$ cat src/rtl/ssi_pkg.sv
package ssi_pkg;
  typedef logic [2:0] reg_addr_t;
  localparam reg_addr_t A_CTRL = 3'd0;
  localparam reg_addr_t A_BRR  = 3'd1;
  localparam reg_addr_t A_TXD  = 3'd2;
  localparam reg_addr_t A_RXD  = 3'd3;
  localparam reg_addr_t A_STAT = 3'd4;

  localparam int CTRL_W = 6;
  localparam int STAT_W = 6;

  typedef struct packed {
    logic ie_tend;
    logic ie_txe;
    logic ie_rxf;
    logic ext_clk;
    logic rx_en;
    logic tx_en;
  } ctrl_t;
endpackage

$ cat src/rtl/ssi_clk_gen.sv
module ssi_clk_gen #(
  parameter int BRR_W       = 8,
  parameter int SYNC_STAGES = 2
) (
  input  logic             clk_i,
  input  logic             rst_ni,
  input  logic             ext_i,
  input  logic             run_i,
  input  logic [BRR_W-1:0] brr_i,
  input  logic             sck_i,
  output logic             sck_o,
  output logic             rise_o,
  output logic             fall_o
);
  localparam int SR_W = SYNC_STAGES + 1;

  logic [BRR_W-1:0] cnt_q;
  logic             lvl_q;
  logic [SR_W-1:0]  sync_q;
  logic             wrap;
  logic             rise_int, fall_int, rise_ext, fall_ext;

  assign wrap = run_i && (cnt_q == brr_i);

  always_ff @(posedge clk_i or negedge rst_ni) begin
    if (!rst_ni) begin
      cnt_q <= '0;
      lvl_q <= 1'b1;
    end else if (!run_i) begin
      cnt_q <= '0;
      lvl_q <= 1'b1;
    end else if (wrap) begin
      cnt_q <= '0;
      lvl_q <= ~lvl_q;
    end else begin
      cnt_q <= cnt_q + 1'b1;
    end
  end

  always_ff @(posedge clk_i or negedge rst_ni) begin
    if (!rst_ni) sync_q <= '1;
    else         sync_q <= {sync_q[SR_W-2:0], sck_i};
  end

  // internal edges are flagged in the cycle whose clock edge moves the line
  assign fall_int = wrap && lvl_q;
  assign rise_int = wrap && !lvl_q;
  assign fall_ext = sync_q[SR_W-1] && !sync_q[SR_W-2];
  assign rise_ext = !sync_q[SR_W-1] && sync_q[SR_W-2];

  assign rise_o = ext_i ? rise_ext : rise_int;
  assign fall_o = ext_i ? fall_ext : fall_int;
  assign sck_o  = lvl_q;
endmodule

$ cat src/rtl/ssi_tx.sv
module ssi_tx #(
  parameter int DATA_W = 8
) (
  input  logic              clk_i,
  input  logic              rst_ni,
  input  logic              en_i,
  input  logic              kill_i,
  input  logic              wr_i,
  input  logic [DATA_W-1:0] wdata_i,
  input  logic              rise_i,
  input  logic              fall_i,
  output logic [DATA_W-1:0] tdr_o,
  output logic              txd_o,
  output logic              busy_o,
  output logic              txe_o,
  output logic              tend_o
);
  localparam int CNT_W = $clog2(DATA_W + 1);
  localparam logic [CNT_W-1:0] LAST = CNT_W'(DATA_W);

  logic [DATA_W-1:0] tdr_q, sr_q;
  logic [CNT_W-1:0]  cnt_q;
  logic              busy_q, txe_q, tend_q, txd_q;

  always_ff @(posedge clk_i or negedge rst_ni) begin
    if (!rst_ni) begin
      tdr_q  <= '0;
      sr_q   <= '0;
      cnt_q  <= '0;
      busy_q <= 1'b0;
      txe_q  <= 1'b1;
      tend_q <= 1'b1;
      txd_q  <= 1'b1;
    end else if (kill_i) begin
      sr_q   <= '0;
      cnt_q  <= '0;
      busy_q <= 1'b0;
      txe_q  <= 1'b1;
      tend_q <= 1'b1;
      txd_q  <= 1'b1;
    end else begin
      if (en_i && !busy_q && !txe_q) begin
        sr_q   <= tdr_q;
        cnt_q  <= '0;
        busy_q <= 1'b1;
        txe_q  <= 1'b1;
      end else if (busy_q && fall_i && cnt_q != LAST) begin
        txd_q <= sr_q[0];
        sr_q  <= sr_q >> 1;
        cnt_q <= cnt_q + 1'b1;
      end else if (busy_q && rise_i && cnt_q == LAST) begin
        if (!txe_q) begin
          sr_q  <= tdr_q;
          cnt_q <= '0;
          txe_q <= 1'b1;
        end else begin
          busy_q <= 1'b0;
          tend_q <= 1'b1;
          txd_q  <= 1'b1;
        end
      end
      if (wr_i) begin
        tdr_q  <= wdata_i;
        txe_q  <= 1'b0;
        tend_q <= 1'b0;
      end
    end
  end

  assign tdr_o  = tdr_q;
  assign txd_o  = txd_q;
  assign busy_o = busy_q;
  assign txe_o  = txe_q;
  assign tend_o = tend_q;
endmodule

$ cat src/rtl/ssi_rx.sv
module ssi_rx #(
  parameter int DATA_W = 8
) (
  input  logic              clk_i,
  input  logic              rst_ni,
  input  logic              en_i,
  input  logic              rise_i,
  input  logic              rxd_i,
  input  logic              rd_clr_i,
  input  logic [2:0]        w1c_i,
  output logic [DATA_W-1:0] rdr_o,
  output logic              rxf_o,
  output logic              ovr_o,
  output logic              per_o,
  output logic              fer_o
);
  localparam int CNT_W = $clog2(DATA_W);
  localparam logic [CNT_W-1:0] LAST = CNT_W'(DATA_W - 1);

  logic [DATA_W-1:0] sr_q, rdr_q, next_sr;
  logic [CNT_W-1:0]  cnt_q;
  logic              rxf_q, ovr_q, per_q, fer_q;
  logic              take, done;

  assign next_sr = {rxd_i, sr_q[DATA_W-1:1]};
  assign take    = en_i && rise_i && !ovr_q;
  assign done    = take && (cnt_q == LAST);

  always_ff @(posedge clk_i or negedge rst_ni) begin
    if (!rst_ni) begin
      sr_q  <= '0;
      rdr_q <= '0;
      cnt_q <= '0;
    end else if (!en_i) begin
      cnt_q <= '0;
    end else if (take) begin
      sr_q <= next_sr;
      if (done) begin
        cnt_q <= '0;
        if (!rxf_q) rdr_q <= next_sr;
      end else begin
        cnt_q <= cnt_q + 1'b1;
      end
    end
  end

  always_ff @(posedge clk_i or negedge rst_ni) begin
    if (!rst_ni) begin
      rxf_q <= 1'b0;
      ovr_q <= 1'b0;
      per_q <= 1'b0;
      fer_q <= 1'b0;
    end else begin
      rxf_q <= (done && !rxf_q) || (rxf_q && !rd_clr_i);
      ovr_q <= (done && rxf_q) || (ovr_q && !w1c_i[0]);
      // no parity or stop bit in clocked framing: these only hold and clear
      per_q <= per_q && !w1c_i[1];
      fer_q <= fer_q && !w1c_i[2];
    end
  end

  assign rdr_o = rdr_q;
  assign rxf_o = rxf_q;
  assign ovr_o = ovr_q;
  assign per_o = per_q;
  assign fer_o = fer_q;
endmodule

$ cat src/rtl/sync_serial_if.sv
module sync_serial_if
  import ssi_pkg::*;
#(
  parameter int DATA_W      = 8,
  parameter int BRR_W       = 8,
  parameter int SYNC_STAGES = 2
) (
  input  logic              clk_i,
  input  logic              rst_ni,
  input  logic              wr_en_i,
  input  logic              rd_en_i,
  input  logic [2:0]        addr_i,
  input  logic [DATA_W-1:0] wdata_i,
  output logic [DATA_W-1:0] rdata_o,
  input  logic              sck_i,
  output logic              sck_o,
  output logic              sck_oe_o,
  output logic              txd_o,
  output logic              txd_oe_o,
  input  logic              rxd_i,
  output logic              irq_rxf_o,
  output logic              irq_txe_o,
  output logic              irq_tend_o
);
  ctrl_t             ctrl_q;
  logic [BRR_W-1:0]  brr_q;
  logic              locked, wr_ctrl, wr_brr, wr_txd, rd_clr, tx_kill, run;
  logic [2:0]        w1c;
  logic              rise_w, fall_w, lvl_w;
  logic [DATA_W-1:0] tdr_w, rdr_w;
  logic              txd_w, busy_w, txe_w, tend_w;
  logic              rxf_w, ovr_w, per_w, fer_w;

  assign locked  = ctrl_q.tx_en || ctrl_q.rx_en;
  assign wr_ctrl = wr_en_i && (addr_i == A_CTRL);
  assign wr_brr  = wr_en_i && (addr_i == A_BRR);
  assign wr_txd  = wr_en_i && (addr_i == A_TXD);
  assign rd_clr  = rd_en_i && (addr_i == A_RXD);
  assign w1c     = (wr_en_i && (addr_i == A_STAT)) ? wdata_i[5:3] : 3'b000;
  assign tx_kill = wr_ctrl && ctrl_q.tx_en && !wdata_i[0];

  always_ff @(posedge clk_i or negedge rst_ni) begin
    if (!rst_ni) begin
      ctrl_q <= '0;
      brr_q  <= '0;
    end else begin
      if (wr_ctrl) begin
        ctrl_q.tx_en   <= wdata_i[0];
        ctrl_q.rx_en   <= wdata_i[1];
        ctrl_q.ie_rxf  <= wdata_i[3];
        ctrl_q.ie_txe  <= wdata_i[4];
        ctrl_q.ie_tend <= wdata_i[5];
        if (!locked) ctrl_q.ext_clk <= wdata_i[2];
      end
      if (wr_brr && !locked) brr_q <= wdata_i[BRR_W-1:0];
    end
  end

  assign run = !ctrl_q.ext_clk && (busy_w || (ctrl_q.rx_en && !ovr_w));

  ssi_clk_gen #(.BRR_W(BRR_W), .SYNC_STAGES(SYNC_STAGES)) u_clk (
    .clk_i (clk_i),
    .rst_ni(rst_ni),
    .ext_i (ctrl_q.ext_clk),
    .run_i (run),
    .brr_i (brr_q),
    .sck_i (sck_i),
    .sck_o (lvl_w),
    .rise_o(rise_w),
    .fall_o(fall_w)
  );

  ssi_tx #(.DATA_W(DATA_W)) u_tx (
    .clk_i  (clk_i),
    .rst_ni (rst_ni),
    .en_i   (ctrl_q.tx_en),
    .kill_i (tx_kill),
    .wr_i   (wr_txd),
    .wdata_i(wdata_i),
    .rise_i (rise_w),
    .fall_i (fall_w),
    .tdr_o  (tdr_w),
    .txd_o  (txd_w),
    .busy_o (busy_w),
    .txe_o  (txe_w),
    .tend_o (tend_w)
  );

  ssi_rx #(.DATA_W(DATA_W)) u_rx (
    .clk_i   (clk_i),
    .rst_ni  (rst_ni),
    .en_i    (ctrl_q.rx_en),
    .rise_i  (rise_w),
    .rxd_i   (rxd_i),
    .rd_clr_i(rd_clr),
    .w1c_i   (w1c),
    .rdr_o   (rdr_w),
    .rxf_o   (rxf_w),
    .ovr_o   (ovr_w),
    .per_o   (per_w),
    .fer_o   (fer_w)
  );

  always_comb begin
    rdata_o = '0;
    case (addr_i)
      A_CTRL:  rdata_o[CTRL_W-1:0] = ctrl_q;
      A_BRR:   rdata_o[BRR_W-1:0]  = brr_q;
      A_TXD:   rdata_o             = tdr_w;
      A_RXD:   rdata_o             = rdr_w;
      A_STAT:  rdata_o[STAT_W-1:0] = {fer_w, per_w, ovr_w, rxf_w, tend_w, txe_w};
      default: rdata_o             = '0;
    endcase
  end

  assign sck_o      = lvl_w;
  assign sck_oe_o   = !ctrl_q.ext_clk && locked;
  assign txd_o      = ctrl_q.tx_en ? txd_w : 1'b1;
  assign txd_oe_o   = ctrl_q.tx_en;
  assign irq_rxf_o  = ctrl_q.ie_rxf && rxf_w;
  assign irq_txe_o  = ctrl_q.ie_txe && txe_w;
  assign irq_tend_o = ctrl_q.ie_tend && tend_w;
endmodule

$ cat config.mk
export PLATFORM = sky130hd
export DESIGN_NAME = sync_serial_if
export DESIGN_NICKNAME = d
export VERILOG_FILES = /design/src/rtl/ssi_pkg.sv /design/src/rtl/ssi_clk_gen.sv /design/src/rtl/ssi_tx.sv /design/src/rtl/ssi_rx.sv /design/src/rtl/sync_serial_if.sv
export SDC_FILE = /design/constraint.sdc
export NUM_CORES = 1
export LEC_CHECK = 0
export ABC_AREA = 1
export BUFFER_PORTS_ARGS = -buffer_cell sky130_fd_sc_hd__buf_2
export CELL_PAD_IN_SITES_DETAIL_PLACEMENT = 0
export CELL_PAD_IN_SITES_GLOBAL_PLACEMENT = 1
export CORE_UTILIZATION = 41
export CTS_BUF_LIST = sky130_fd_sc_hd__clkbuf_4 sky130_fd_sc_hd__clkbuf_8 sky130_fd_sc_hd__clkbuf_16
export DETAILED_ROUTE_END_ITERATION = 10
export PLACE_DENSITY = 0.84
export SYNTH_ARGS = -nofsm -noshare
export SYNTH_HDL_FRONTEND = slang
export SYNTH_SLANG_ARGS = --single-unit
$ cat constraint.sdc
create_clock -name clk_i -period 1.95 [get_ports clk_i]
set_input_delay 0.39 -clock clk_i [delete_from_list [all_inputs] [get_ports clk_i]]
set_output_delay 0.39 -clock clk_i [all_outputs]
set_load 0.005 [all_outputs]
==> flow_results.xml <==
<?xml version="1.0" encoding="UTF-8"?>
<metrics>
  <group name="routing">
    <metric name="detail_route.wl_per_cell" unit="um">13.9</metric>
    <metric name="number_of_optimization_iterations_in_the_first_detailed_route_pass" unit="">4</metric>
    <metric name="wirelength" unit="um">8430</metric>
    <metric name="drt-initial-drc-count" unit="">116</metric>
    <metric name="route.detailed.drc" unit="">0</metric>
    <metric name="vias" unit="">3032</metric>
    <metric name="drt-vias-per-instance" unit="">5.00</metric>
    <metric name="postRouteAntennaNets" unit="">0</metric>
  </group>
  <group name="grt">
    <metric name="grt_use_total" unit="%">20.5</metric>
    <metric name="grt.overflow.total" unit="">0</metric>
    <metric name="pin_count_of_the_biggest_net_entering_global_routing" unit="">34</metric>
    <metric name="grt_antenna_before_repair" unit="">0</metric>
    <metric name="grt_pass1_vias" unit="">2885</metric>
    <metric name="first_pass_grt_wire_length" unit="um">13800</metric>
  </group>
  <group name="cts">
    <metric name="clk_transition_reported_paths" unit="ns">0.07</metric>
    <metric name="cts.path.max_buffers" unit="">2</metric>
    <metric name="htree_num_levels" unit="">3</metric>
    <metric name="clock_latency" unit="ns">0.35</metric>
    <metric name="clock_sink_count" unit="">72</metric>
    <metric name="clock_tree.root_cell" unit="">clkbuf_8</metric>
    <metric name="tritoncts_clock_tree" unit="">built</metric>
    <metric name="numCtsBuffers" unit="">9</metric>
  </group>
  <group name="timing">
    <metric name="setup_skew_after_layout" unit="ns">0.0128</metric>
    <metric name="period_share" unit="%">96.6</metric>
    <metric name="timing.final.crit_period" unit="ns">1.88</metric>
    <metric name="finalHoldViolCount" unit="">0</metric>
    <metric name="fin_tns_setup" unit="ns">0</metric>
    <metric name="fin_hold_ws" unit="ns">0.142</metric>
    <metric name="max_clock_freq" unit="MHz">531</metric>
    <metric name="grt_setup_unrepaired" unit="">no</metric>
    <metric name="slew_headroom" unit="%">65.0</metric>
    <metric name="setup_violations" unit="">0</metric>
    <metric name="final_max_slew_viol_count" unit="">0</metric>
    <metric name="max_slew.worst_pin.slew" unit="ns">0.524</metric>
  </group>
  <group name="layout">
    <metric name="nNetsFinal" unit="">519</metric>
    <metric name="post_layout_nonfiller_instances" unit="">607</metric>
    <metric name="antenna_diode_count" unit="">0</metric>
    <metric name="post_route_cells_drive_above_1_share" unit="%">21.5</metric>
    <metric name="area.growth.synth_to_final" unit="%">18.4</metric>
  </group>
  <group name="worst_setup_path">
    <metric name="critical_path.max_fanout" unit="">4</metric>
    <metric name="critPathTopFamily" unit="">flip-flops</metric>
    <metric name="cp-end-kind" unit="">output pin</metric>
    <metric name="crit_slowest_cell" unit="">dfstp_2</metric>
    <metric name="crit_path_cell_trace" unit="">inv_1 &gt; o2111ai_1 &gt; buf_2</metric>
    <metric name="path_buf_inv" unit="">2</metric>
    <metric name="worst-endpoint-required" unit="ns">1.56</metric>
    <metric name="worst-setup-path-type" unit="">flip-flop to output pin</metric>
    <metric name="critPathLaunchType" unit="">flip-flop</metric>
    <metric name="crit_path_max_incr_delay" unit="ns">0.56</metric>
    <metric name="timing.critical_path.arrival" unit="ns">1.49</metric>
  </group>
  <group name="floorplan">
    <metric name="num_io_pins" unit="">32</metric>
    <metric name="die_area" unit="um2">9150</metric>
    <metric name="fp.dieH" unit="um">95.6</metric>
    <metric name="placeableCoreArea" unit="um2">8340</metric>
    <metric name="number_of_placement_rows" unit="">33</metric>
    <metric name="initial_core_util" unit="%">43.1</metric>
    <metric name="die_width" unit="um">95.6</metric>
  </group>
  <group name="power">
    <metric name="internal_power" unit="mW">2.94</metric>
    <metric name="pd_cells" unit="nW/um2">1090</metric>
    <metric name="share_seq_of_total_power" unit="%">45.3</metric>
    <metric name="power.leakage" unit="nW">2.23</metric>
    <metric name="switching_share" unit="%">36.3</metric>
    <metric name="p_clk_share" unit="%">25.8</metric>
    <metric name="power_frac_comb" unit="%">29.0</metric>
    <metric name="design_power_total" unit="mW">4.62</metric>
    <metric name="power.net_switching" unit="mW">1.68</metric>
    <metric name="vdd_ir_drop_max" unit="uV">446</metric>
  </group>
  <group name="synthesis">
    <metric name="synthFlopType" unit="">dfrtp_1</metric>
    <metric name="synth.lib_cells_used.distinct" unit="">37</metric>
    <metric name="synth_cells" unit="">441</metric>
    <metric name="syn-num-nets" unit="">463</metric>
    <metric name="proportion_of_synthesized_chip_area_in_sequential_cells" unit="%">50.4</metric>
    <metric name="synth-async-reset-ratio" unit="%">100</metric>
    <metric name="synth-warning-count" unit="">0</metric>
    <metric name="number_of_synthesized_flops_with_an_enable_pin" unit="">0</metric>
    <metric name="synth.ff_latch_count" unit="">72</metric>
    <metric name="syn_area" unit="um2">3590</metric>
    <metric name="mean_syn_cell_area" unit="um2">8.15</metric>
  </group>
  <group name="worst_hold_path">
    <metric name="hold_class" unit="">input port to flip-flop</metric>
  </group>
  <group name="placement">
    <metric name="routabilityCongestion" unit="">0.873</metric>
    <metric name="number_of_buffer_cells_added_on_primary_ports" unit="">31</metric>
    <metric name="dp_cells" unit="">586</metric>
    <metric name="detailedPlacementHpwl" unit="um">6350</metric>
  </group>
  <group name="flow_run">
    <metric name="max-cap-violations" unit="">0</metric>
  </group>
  <group name="run_status">
    <metric name="result_of_the_run" unit="">completed</metric>
  </group>
</metrics>
==> cell families after synthesis <==
family                     count (synthesis)  synth area share [%]
DFF                                       72                  50.4
buffers and inverters                     74                  8.28
and+or+nand+nor                          216                  26.6
adders and majority gates                  5                  1.74
AOI/OAI and AO/OA                         69                  11.8
xor gates and xnor gates                   5                  1.22
==> layout by cell type, fill, tap and decap left out, types with 7 or more instances in the layout <==
cell,Yosys,routed
buf_2,0,31
dfstp_2,7,7
a21oi_1,7,7
nor2_1,22,22
dfrtp_1,65,65
buf_4,1,17
o21ai_2,8,8
nand3_1,33,33
inv_1,61,61
nand2_1,133,131
o21ai_0,37,37
clkbuf_8,0,9
nand4_1,9,9
==> stage by stage <==
step / instance area [um2] / setup WS, ns / utilization [%]
after floorplan: 3590 / 0.251 / -
after global placement: 3980 / 0.112 / 47.7
after global routing: 4260 / 0.0140 / 51.0
after CTS: 4190 / 0.0505 / 50.3
final: 4260 / 0.0662 / 51.0
after detailed placement: 3980 / 0.0932 / 47.7
==> cell usage after synthesis, drive strengths merged, types with 2 or more instances <==
cell type  count  area (um2)
a21oi          8        43.8
a221oi         2        17.5
a22oi          3        22.5
a31oi          2        12.5
buf            3        30.0
clkbuf         4        15.0
dfrtp         65        1630
dfstp          7         184
ha             5        62.6
inv           66         248
nand2        140         558
nand3         36         203
nand4          9        56.3
nor2          26         108
nor3           4        25.0
o2111ai        2        17.5
o21ai         46         260
xor2           5        43.8
==> path summary, 6_finish.rpt <==
| check | from | end | slack (ns) | cells past startpoint |
|---|---|---|---|---|
| worst max register to register | u_clk.cnt_q[6] | u_tx.cnt_q[0] | 0.20 | 13 |
| worst min register to register | u_clk.sync_q[0] | u_clk.sync_q[1] | 0.36 | 0 |
| worst max-delay path | u_tx.txe_o | rdata_o[0] | 0.07 | 3 |
| min in group asynchronous | rst_ni | u_rx.sr_q[5] | 0.53 | 2 |
| worst min-delay path | sck_i | u_clk.sync_q[0] | 0.14 | 1 |
| max in group asynchronous | rst_ni | u_tx.txe_o | 0.78 | 3 |
==> power by group through the flow <==
stage | logic, mW | registers [mW] | clock network [mW]
floorplan | 0.922 | 2.03 | 0
detailed placement | 1.29 | 2.12 | 0
CTS | 1.29 | 2.09 | 1.22
finish | 1.34 | 2.09 | 1.19
global placement | 1.26 | 2.11 | 0
global route | 1.55 | 2.14 | 1.28
==> per-layer routing <==
| metal | global-route usage (%) | vias to the layer above | wire, um |
|---|---|---|---|
| met5 | 0 | - | 0 |
| met4 | 10.7 | 0 | 269 |
| met3 | 4.47 | 20 | 405 |
| met2 | 31.3 | 75 | 3930 |
| met1 | 27.4 | 1399 | 3820 |
| li1 | - | 1538 | - |
==> timing repair <==
action | CTS | global route
setup buffers | 0 | 3
endpoints found under the hold margin | 2 | 0
hold buffers | 1 | 0
setup endpoints to repair | 0 | 21
gates resized for setup | 0 | 8
==> worst reg2reg max path, delay by kind of cell (launching register included) <==
family / cells / cell delay, ns
and+or+nand+nor: 12 / 1.07
buffers and inverters: 1 / 0.16
DFF: 1 / 0.43
==> state kept, by name, indices dropped and copies added (netlist names), 3 cells and up <==
| signal | count |
|---|---|
| u_tx.sr_q | 8 |
| brr_q | 8 |
| u_tx.tdr_o | 8 |
| u_clk.cnt_q | 8 |
| u_rx.cnt_q | 3 |
| u_rx.rdr_o | 8 |
| ctrl_q | 5 |
| u_rx.sr_q | 7 |
| u_tx.cnt_q | 4 |
| u_clk.sync_q | 3 |
==> final cells by class <==
| type | instances | area, um2 |
|---|---|---|
| Inverter | 67 | 255 |
| Fill cell | 828 | 4080 |
| Clock buffer | 10 | 131 |
| Tap cell | 105 | 131 |
| Sequential cell | 72 | 1810 |
| Clock inverter | 6 | 70.1 |
| Timing Repair Buffer | 51 | 333 |
| Multi-Input combinational cell | 296 | 1530 |
(Power assumes the default switching activity.)
